[config.mk]
export PLATFORM = sky130hd
export DESIGN_NAME = mac_pause_bp_ctrl
export DESIGN_NICKNAME = d
export VERILOG_FILES = /design/src/rtl/mac_pause_pkg.sv /design/src/rtl/mpb_byte_tick.sv /design/src/rtl/mpb_pause_timer.sv /design/src/rtl/mpb_line_mux.sv /design/src/rtl/mac_pause_bp_ctrl.sv
export SDC_FILE = /design/constraint.sdc
export NUM_CORES = 1
export LEC_CHECK = 0
export BUFFER_PORTS_ARGS = -buffer_cell sky130_fd_sc_hd__buf_2
export CAP_MARGIN = 30
export CORE_UTILIZATION = 36
export CTS_CLUSTER_SIZE = 16
export DETAILED_ROUTE_END_ITERATION = 12
export HOLD_SLACK_MARGIN = 0.12
export SLEW_MARGIN = 20
export SYNTH_ARGS = -nofsm -noshare
export SYNTH_HDL_FRONTEND = slang
export SYNTH_SLANG_ARGS = --single-unit
[constraint.sdc]
create_clock -name clk -period 3.08 [get_ports clk]
set_clock_uncertainty 0.2 [all_clocks]
set_input_delay 0.616 -clock clk [delete_from_list [all_inputs] [get_ports clk]]
set_output_delay 0.616 -clock clk [all_outputs]
set_load 0.01 [all_outputs]
[src/rtl/mac_pause_pkg.sv]
package mac_pause_pkg;

    typedef struct packed {
        logic speed_100;
        logic short_quanta;
        logic force_pause;
        logic force_bp;
    } mpb_cfg_t;

    localparam logic [3:0] PREAMBLE_NIB = 4'b0101;
    localparam int unsigned PAUSE_W     = 16;

    typedef enum logic [1:0] {
        SRC_IDLE     = 2'd0,
        SRC_FRAME    = 2'd1,
        SRC_PREAMBLE = 2'd2
    } line_src_e;

    function automatic int unsigned max_u(input int unsigned a, input int unsigned b);
        return (a > b) ? a : b;
    endfunction

endpackage

[src/rtl/mpb_byte_tick.sv]
module mpb_byte_tick #(
    parameter int unsigned FAST_DIV = 2,
    parameter int unsigned SLOW_DIV = 20
) (
    input  logic clk,
    input  logic rst,
    input  logic speed_fast,
    input  logic restart,
    output logic tick
);
    import mac_pause_pkg::*;

    localparam int unsigned MAXD = max_u(FAST_DIV, SLOW_DIV);
    localparam int unsigned CW   = $clog2(MAXD + 1);

    logic [CW-1:0] cnt;
    logic [CW-1:0] lim;
    logic          spd_prev;
    logic          spd_changed;
    logic          clr;

    assign lim         = speed_fast ? CW'(FAST_DIV - 1) : CW'(SLOW_DIV - 1);
    assign spd_changed = (spd_prev != speed_fast);
    assign clr         = restart | spd_changed;
    assign tick        = (cnt >= lim) & ~clr;

    always_ff @(posedge clk) begin
        if (rst) begin
            cnt      <= '0;
            spd_prev <= 1'b0;
        end else begin
            spd_prev <= speed_fast;
            if (clr || tick) cnt <= '0;
            else             cnt <= cnt + 1'b1;
        end
    end

    // with a divisor above one, two byte ticks never fall in adjacent cycles
    assert_tick_spacing_R2: assert property (@(posedge clk) disable iff (rst)
        (tick && lim != '0 && !spd_changed) |=> !tick);

endmodule

[src/rtl/mpb_pause_timer.sv]
module mpb_pause_timer #(
    parameter int unsigned QUANTUM_BYTES = 64,
    parameter int unsigned TW            = 16
) (
    input  logic          clk,
    input  logic          rst,
    input  logic          byte_tick,
    input  logic          short_quanta,
    input  logic          load,
    input  logic [TW-1:0] load_val,
    output logic          active
);
    localparam int unsigned QW = $clog2(QUANTUM_BYTES + 1);

    logic [QW-1:0] qcnt;
    logic [QW-1:0] qlim;
    logic          q_tick;
    logic [TW-1:0] timer;

    assign qlim   = short_quanta ? '0 : QW'(QUANTUM_BYTES - 1);
    assign q_tick = byte_tick & (qcnt >= qlim);
    assign active = (timer != '0);

    always_ff @(posedge clk) begin
        if (rst || load) begin
            qcnt <= '0;
        end else if (byte_tick) begin
            if (q_tick) qcnt <= '0;
            else        qcnt <= qcnt + 1'b1;
        end
    end

    always_ff @(posedge clk) begin
        if (rst) begin
            timer <= '0;
        end else if (load) begin
            timer <= load_val;
        end else if (q_tick && active) begin
            timer <= timer - 1'b1;
        end
    end

    // a strobe always replaces the count with the received time
    assert_load_value_R6: assert property (@(posedge clk) disable iff (rst)
        load |=> (timer == $past(load_val)));

    // an idle timer stays idle until the next strobe
    assert_no_underflow_R5: assert property (@(posedge clk) disable iff (rst)
        (!load && !active) |=> !active);

    // the count only moves on a quantum boundary
    assert_hold_between_quanta_R3: assert property (@(posedge clk) disable iff (rst)
        (!load && active && !q_tick) |=> (timer == $past(timer)));

endmodule

[src/rtl/mpb_line_mux.sv]
module mpb_line_mux (
    input  logic       clk,
    input  logic       rst,
    input  logic       tx_sof,
    input  logic       tx_eof,
    input  logic [3:0] tx_nib,
    input  logic       bp_on,
    output logic       in_frame,
    output logic       line_en,
    output logic [3:0] line_nib
);
    import mac_pause_pkg::*;

    line_src_e src;

    always_ff @(posedge clk) begin
        if (rst)         in_frame <= 1'b0;
        else if (tx_sof) in_frame <= 1'b1;
        else if (tx_eof) in_frame <= 1'b0;
    end

    always_comb begin
        if (tx_sof || in_frame) src = SRC_FRAME;
        else if (bp_on)         src = SRC_PREAMBLE;
        else                    src = SRC_IDLE;
    end

    always_comb begin
        unique case (src)
            SRC_FRAME: begin
                line_en  = 1'b1;
                line_nib = tx_nib;
            end
            SRC_PREAMBLE: begin
                line_en  = 1'b1;
                line_nib = PREAMBLE_NIB;
            end
            default: begin
                line_en  = 1'b0;
                line_nib = 4'h0;
            end
        endcase
    end

    // the cycle after a start strobe still carries the system nibble
    assert_frame_priority_R10: assert property (@(posedge clk) disable iff (rst)
        tx_sof |=> (line_en && line_nib == tx_nib));

    // after a frame under backpressure the preamble takes the line again
    assert_preamble_resumes_R9: assert property (@(posedge clk) disable iff (rst)
        (tx_eof && bp_on) |=> (!bp_on || tx_sof || (line_en && line_nib == PREAMBLE_NIB)));

    // after a frame without backpressure the line goes quiet
    assert_idle_line_R11: assert property (@(posedge clk) disable iff (rst)
        (tx_eof && !bp_on) |=> (bp_on || tx_sof || (!line_en && line_nib == 4'h0)));

endmodule

[src/rtl/mac_pause_bp_ctrl.sv]
module mac_pause_bp_ctrl
    import mac_pause_pkg::*;
#(
    parameter int unsigned FAST_DIV      = 2,
    parameter int unsigned SLOW_DIV      = 20,
    parameter int unsigned QUANTUM_BYTES = 64
) (
    input  logic        clk,
    input  logic        rst,
    input  logic        cfg_speed_100,
    input  logic        cfg_short_quanta,
    input  logic        cfg_force_pause,
    input  logic        cfg_force_bp,
    input  logic        pause_rx_vld,
    input  logic [15:0] pause_rx_time,
    input  logic        tx_sof,
    input  logic        tx_eof,
    input  logic [3:0]  tx_nib,
    output logic        tx_inhibit,
    output logic        bp_active,
    output logic        line_en,
    output logic [3:0]  line_nib
);

    mpb_cfg_t cfg_q;
    logic     byte_tick;
    logic     pause_on;
    logic     in_frame;

    always_ff @(posedge clk) begin
        if (rst) begin
            cfg_q <= '0;
        end else begin
            cfg_q.speed_100    <= cfg_speed_100;
            cfg_q.short_quanta <= cfg_short_quanta;
            cfg_q.force_pause  <= cfg_force_pause;
            cfg_q.force_bp     <= cfg_force_bp;
        end
    end

    mpb_byte_tick #(
        .FAST_DIV (FAST_DIV),
        .SLOW_DIV (SLOW_DIV)
    ) u_tick (
        .clk        (clk),
        .rst        (rst),
        .speed_fast (cfg_q.speed_100),
        .restart    (pause_rx_vld),
        .tick       (byte_tick)
    );

    mpb_pause_timer #(
        .QUANTUM_BYTES (QUANTUM_BYTES),
        .TW            (PAUSE_W)
    ) u_timer (
        .clk          (clk),
        .rst          (rst),
        .byte_tick    (byte_tick),
        .short_quanta (cfg_q.short_quanta),
        .load         (pause_rx_vld),
        .load_val     (pause_rx_time),
        .active       (pause_on)
    );

    mpb_line_mux u_mux (
        .clk      (clk),
        .rst      (rst),
        .tx_sof   (tx_sof),
        .tx_eof   (tx_eof),
        .tx_nib   (tx_nib),
        .bp_on    (cfg_q.force_bp),
        .in_frame (in_frame),
        .line_en  (line_en),
        .line_nib (line_nib)
    );

    assign tx_inhibit = (pause_on | cfg_q.force_pause) & ~in_frame;
    assign bp_active  = cfg_q.force_bp;

    // a forced pause shows up one cycle later unless a frame holds the line
    assert_force_pause_R7: assert property (@(posedge clk) disable iff (rst)
        cfg_force_pause |=> (tx_inhibit || in_frame));

    // a zero-time strobe releases the inhibit unless it is forced
    assert_zero_release_R5: assert property (@(posedge clk) disable iff (rst)
        (pause_rx_vld && pause_rx_time == 16'h0 && !cfg_force_pause) |=> !tx_inhibit);

endmodule

=== After elaboration in Yosys (flattened, before gate mapping) ===
Index checks and enable logic that the tools add are counted.

* Register bits after elaboration: 34
* Latch bits: 0
* RAM bits: 0
* Memory bits (read-only): 0
* Bits of input ports: 29
* Output and inout port bits: 7
* Logic and storage cells: 44
* Memories kept: 0

* Add/sub/neg operators: 3
* Multipliers: 0
* Div/mod/pow operators: 0
* Magnitude comparators: 2
* Eq/ne operators: 3
* Shift-type cells: 0
* Mux-type cells: 11
* Bitwise gates (word level): 7
* Reduce and logical (&&, ||, !) cells: 9

{| class="wikitable"
|+ Operators with widths
! kind !! count
|-
| $mux 16 || 2
|-
| $reduce_bool 16->1 || 1
|-
| $sub 16x1->16 const B || 1
|-
| $pmux 4 s2 || 1
|-
| $add 7x1->7 const B || 1
|-
| $ge 7x7->1 || 1
|-
| $mux 7 || 1
|-
| $mux 6 || 1
|-
| $add 5x1->5 const B || 1
|-
| $ge 5x5->1 || 1
|-
| $mux 5 || 1
|-
| $mux 2 || 2
|-
| $reduce_bool 2->1 || 2
|-
| $reduce_or 2->1 || 2
|-
| $and 1x1->1 || 3
|-
| $logic_or 1x1->1 || 3
|-
| $mux 1 || 3
|-
| $eq 2x1->1 const B || 1
|-
| $eq 2x2->1 const B || 1
|-
| $not 1->1 || 2
|-
| $or 1x1->1 || 2
|-
| $logic_and 1x1->1 || 1
|-
| $ne 1x1->1 || 1
|}

=== Depth between registers and ports, before layout ===
* Depth after elaboration: 8
* Mapped depth: 9
* Gate-level depth less buffers: 8

=== Cells and area by module ===
Synthesis repeated with hierarchy kept, for this count alone.

* Cells, all modules: 228
* Area, all modules: 1945.6 sq um

{| class="wikitable"
|+ Modules (own cells, without submodules)
! module !! instances !! cells each !! area an instance (sq um) !! sequential area each (sq um)
|-
| mpb_pause_timer || 1 || 182 || 1461.4 || 460.4
|-
| mpb_byte_tick || 1 || 27 || 281.5 || 120.1
|-
| mac_pause_bp_ctrl || 1 || 9 || 115.1 || 80.1
|-
| mpb_line_mux || 1 || 10 || 87.6 || 20.0
|}

=== Worst setup path after synthesis ===
No wires, ideal clock.

* Path type: flip-flop to flip-flop
* From: reg cfg_q[2] (netlist name)
* To: reg u_timer.timer[5]
* Library setup time: 86 ps
* Arrival time: 2089 ps
* Required time: 2794 ps
* Setup slack: 705 ps
* Stages on the path, launching flop included: 9
* Buffers on the path: 1
* Period minus slack after synthesis: 2375 ps
* Path through: dfxtp_1 -> ha_1 -> a21o_1 -> a211o_1 -> a41oi_2 -> buf_2 -> nor3_1 -> xnor2_1 -> a211oi_1

* Longest elaborated chain between the ends: 5

{| class="wikitable"
|+ RTL lines
! item !! line !! RTL
|-
| $mux 6 || mpb_pause_timer.sv:20 || <nowiki>assign qlim = short_quanta ? '0 : QW'(QUANTUM_BYTES - 1);</nowiki>
|-
| $ge 7x7->1 || mpb_pause_timer.sv:21 || <nowiki>assign q_tick = byte_tick & (qcnt >= qlim);</nowiki>
|-
| $and 1x1->1 || mpb_pause_timer.sv:21 ||
|-
| $logic_and 1x1->1 || mpb_pause_timer.sv:38 || <nowiki>end else if (q_tick && active) begin</nowiki>
|-
| $reduce_bool 2->1 (no source line) || - ||
|-
| to (signal assigned) || mpb_pause_timer.sv:37 || <nowiki>timer <= load_val;</nowiki>
|-
| to (signal assigned) || mpb_pause_timer.sv:39 || <nowiki>timer <= timer - 1'b1;</nowiki>
|-
| to (decl) || mpb_pause_timer.sv:18 || <nowiki>logic [TW-1:0] timer;</nowiki>
|}

Every way passes these cells.
A chain may end at the register's enable or synchronous reset.

=== Final worst setup path ===
* From: reg u_timer.timer[7]
* To: out tx_inhibit

* Longest elaborated chain between the ends: 3

{| class="wikitable"
|+ RTL lines
! item !! line !! RTL
|-
| $reduce_bool 16->1 || mpb_pause_timer.sv:22 || <nowiki>assign active = (timer != '0);</nowiki>
|-
| $or 1x1->1 || mac_pause_bp_ctrl.sv:77 || <nowiki>assign tx_inhibit = (pause_on | cfg_q.force_pause) & ~in_frame;</nowiki>
|-
| $and 1x1->1 || mac_pause_bp_ctrl.sv:77 ||
|-
| to (decl) || mac_pause_bp_ctrl.sv:19 || <nowiki>output logic tx_inhibit,</nowiki>
|}

Every way passes these cells.

==> results.cfg <==
[outcome]
status = finished clean

[place]
post_dp_cell_area_sq_um = 2172
place_congestion = 0.8051
place_ws_ps = 544.6
port_buffers = 35
dpl.hpwl_microns = 2920

[yosys]
synthArstFlopShare_pct = 0
yosysWarnings = 0
synth_edf_count = 0
syn_nets = 262
synth-seq-cells = 34
syn_area_per_cell_sq_um = 8.747
synth_area_sq_um = 1933
synth_cell_type_count = 46
synthFlopType = dfxtp_1
netlist_instances = 221
yosysSeqAreaShare_pct = 35.21

[grt]
grt-ovfl-total = 0
grt_max_degree = 26
grt_pass1_wl_microns = 6361
track_usage_pct = 15.06
antenna_found_initial = 0
grt_pass1_vias = 1397

[clock_network]
cts_max_level = 2
clk_latency_ps = 290
cts_root_buf = clkbuf_8
clkTransAtPathRegs_ps = 70
cts_buffer_depth = 2
postCtsSetupBuffers = 0
clock-sinks = 34
cts_tree = built
cts_buffers = 5
hold_buffers = 0
cts.repair.resized = 0

[sta]
setup_viol = 0
worst_slew_pin_slew_ps = 748.7
min_period_ps = 2591
fmax_mhz = 386.0
drv_slew = 0
rsz0062_at_grt = no
post-route-period-util_pct = 84.12
setup_tns_ps = 0
slew_headroom_pct = 50.03
timing.final.ws_setup_ps = 489.2
hold_viol_final = 0

[job]
cap_violations = 0

[floorplan]
start_util_pct = 37.61
rows = 26
core_area_sq_um = 5140
die_y_microns = 75.28
die-width_microns = 75.28
die_area_sq_um = 5667
boundaryPins = 36

[setup_path]
crit_type = flop to primary output
worstPathArrival_ps = 1770
worst-path-max-fanout = 6
required_ps = 2260
critPathLaunchType = flop
cp-end-kind = primary output

[routing]
wl_per_cell_microns = 12.44
wirelength_microns = 4054
first_pass_iters = 4
drt_first_iter_violations = 79
routed_via_density = 5.012
ant_nets = 0
drcViolationCount = 0
num_vias = 1634

[pwr]
powerDensity_nw_per_um2 = 411.9
seqPwrFrac_pct = 52.1
p_int_mw = 0.6745
vdd_ir_drop_max_v = 0.0002084
p_switching_mw = 0.2516
leakage_nw = 0.8572
clkPwrFrac_pct = 33.6
switching_share_pct = 27.17
combPwrFrac_pct = 14.3

[finish]
diodes = 0
area_growth_pct = 16.31
final_area_sq_um = 2248
drive_above_1_share_pct = 21.09
nets = 297
nFillCells = 554

[min_path]
holdCritPathClass = flop to flop
[critical path, cell delays in order, from the launching register on]
cell	delay (ps)
dfxtp_1	370
nor4_1	410
nand2_1	270
nor3_1	250
nor2_1	60
buf_2	140
[stage by stage]
stage / total power [mW] / std cells / utilization [%] / hold slack, ps
finish: 0.9261 / 326 / 43.74 / 282.3
global route: 0.9759 / 326 / 43.74 / 329.2
CTS: 0.9388 / 326 / 43.74 / 283.8
detailed placement: 0.6247 / 319 / 42.26 / 269.0
global placement: 0.6234 / 319 / 42.26 / 260.3
floorplan: 0.5786 / 221 / - / 230.1
[synthesized netlist by cell type (all sizes together) (2+ instances only)]
master | number | share of area [%]
or3 | 2 | 0.65
xnor2 | 14 | 6.3
o21ai | 7 | 2.4
clkbuf | 7 | 1.4
inv | 9 | 1.7
and2 | 3 | 0.97
ha | 12 | 7.8
a21oi | 6 | 1.6
nand2 | 14 | 2.7
a211o | 3 | 1.4
a2111oi | 4 | 2.8
a211oi | 14 | 6.3
o211ai | 2 | 0.78
nor4 | 8 | 2.9
nor2 | 30 | 6.2
dfxtp | 34 | 35
and4 | 2 | 0.91
xor2 | 5 | 2.3
nor2b | 8 | 2.6
nand3 | 6 | 1.8
or4 | 3 | 1.2
nor3 | 14 | 4.1
[layout make-up]
| class | instances | area [sq um] | share of cell area [%] |
|---|---|---|---|
| multi-input cells | 170 | 1187 | 52.81 |
| flip-flops and latches | 34 | 680.7 | 30.27 |
| repair buffers | 36 | 182.7 | 8.125 |
| well taps | 70 | 87.58 | 3.895 |
| clock buffers | 7 | 76.32 | 3.395 |
| inverters | 9 | 33.78 | 1.503 |
[sequential cells by signal, summed over array words and instances, names as in the netlist]
signal and cells:
bp_active 1, cfg_q 3, u_mux.in_frame 1, u_tick.cnt 5, u_tick.spd_prev 1, u_timer.qcnt 7
u_timer.timer 16
[cell families after synthesis]
family	Yosys count	synth area share [%]
compound gates	44	18.84
fa+ha+maj	12	7.767
flops	34	35.21
simple gates	95	26.21
xor+xnor	19	8.608
buf+inv	17	3.366
[cell usage in the layout (no fill, tap or decap), types with 8 or more instances in the layout]
| cell type | count |
|---|---|
| a211oi_1 | 12 |
| buf_2 | 35 |
| xnor2_1 | 14 |
| nor2b_1 | 8 |
| ha_1 | 12 |
| inv_1 | 9 |
| nor2_1 | 29 |
| nand2_1 | 14 |
| nor3_1 | 12 |
| dfxtp_1 | 34 |
[power by group through the flow]
stage	logic (mW)	clock network, mW	registers (mW)
6_report	0.133	0.311	0.482
4_1_cts	0.134	0.323	0.482
3_5_place_dp	0.133	0	0.492
2_1_floorplan	0.0939	0	0.485
5_1_grt	0.150	0.341	0.485
3_3_place_gp	0.132	0	0.492
[routing by layer]
layer,wire [microns],share of wire (%),track usage [%]
met4,64,1.6,5.556
met1,2010,50,19.93
met5,0,0,0
met3,158,3.9,4.418
met2,1820,45,23.21
[path summary, 6_finish.rpt]
check                                      from                             end  slack [ps]  cells past startpoint
hold / removal         u_tick.cnt[0]$_SDFF_PP0_        u_tick.cnt[0]$_SDFF_PP0_         280                      1
setup / recovery  u_timer.timer[7]$_SDFFE_PP0P_                      tx_inhibit         490                      5
hold reg to reg        u_tick.cnt[0]$_SDFF_PP0_        u_tick.cnt[0]$_SDFF_PP0_         280                      1
setup reg to reg            cfg_q[3]$_SDFF_PP0_  u_timer.timer[13]$_SDFFE_PP0P_         560                      7
No activity file was read; power rests on OpenSTA's default activity.
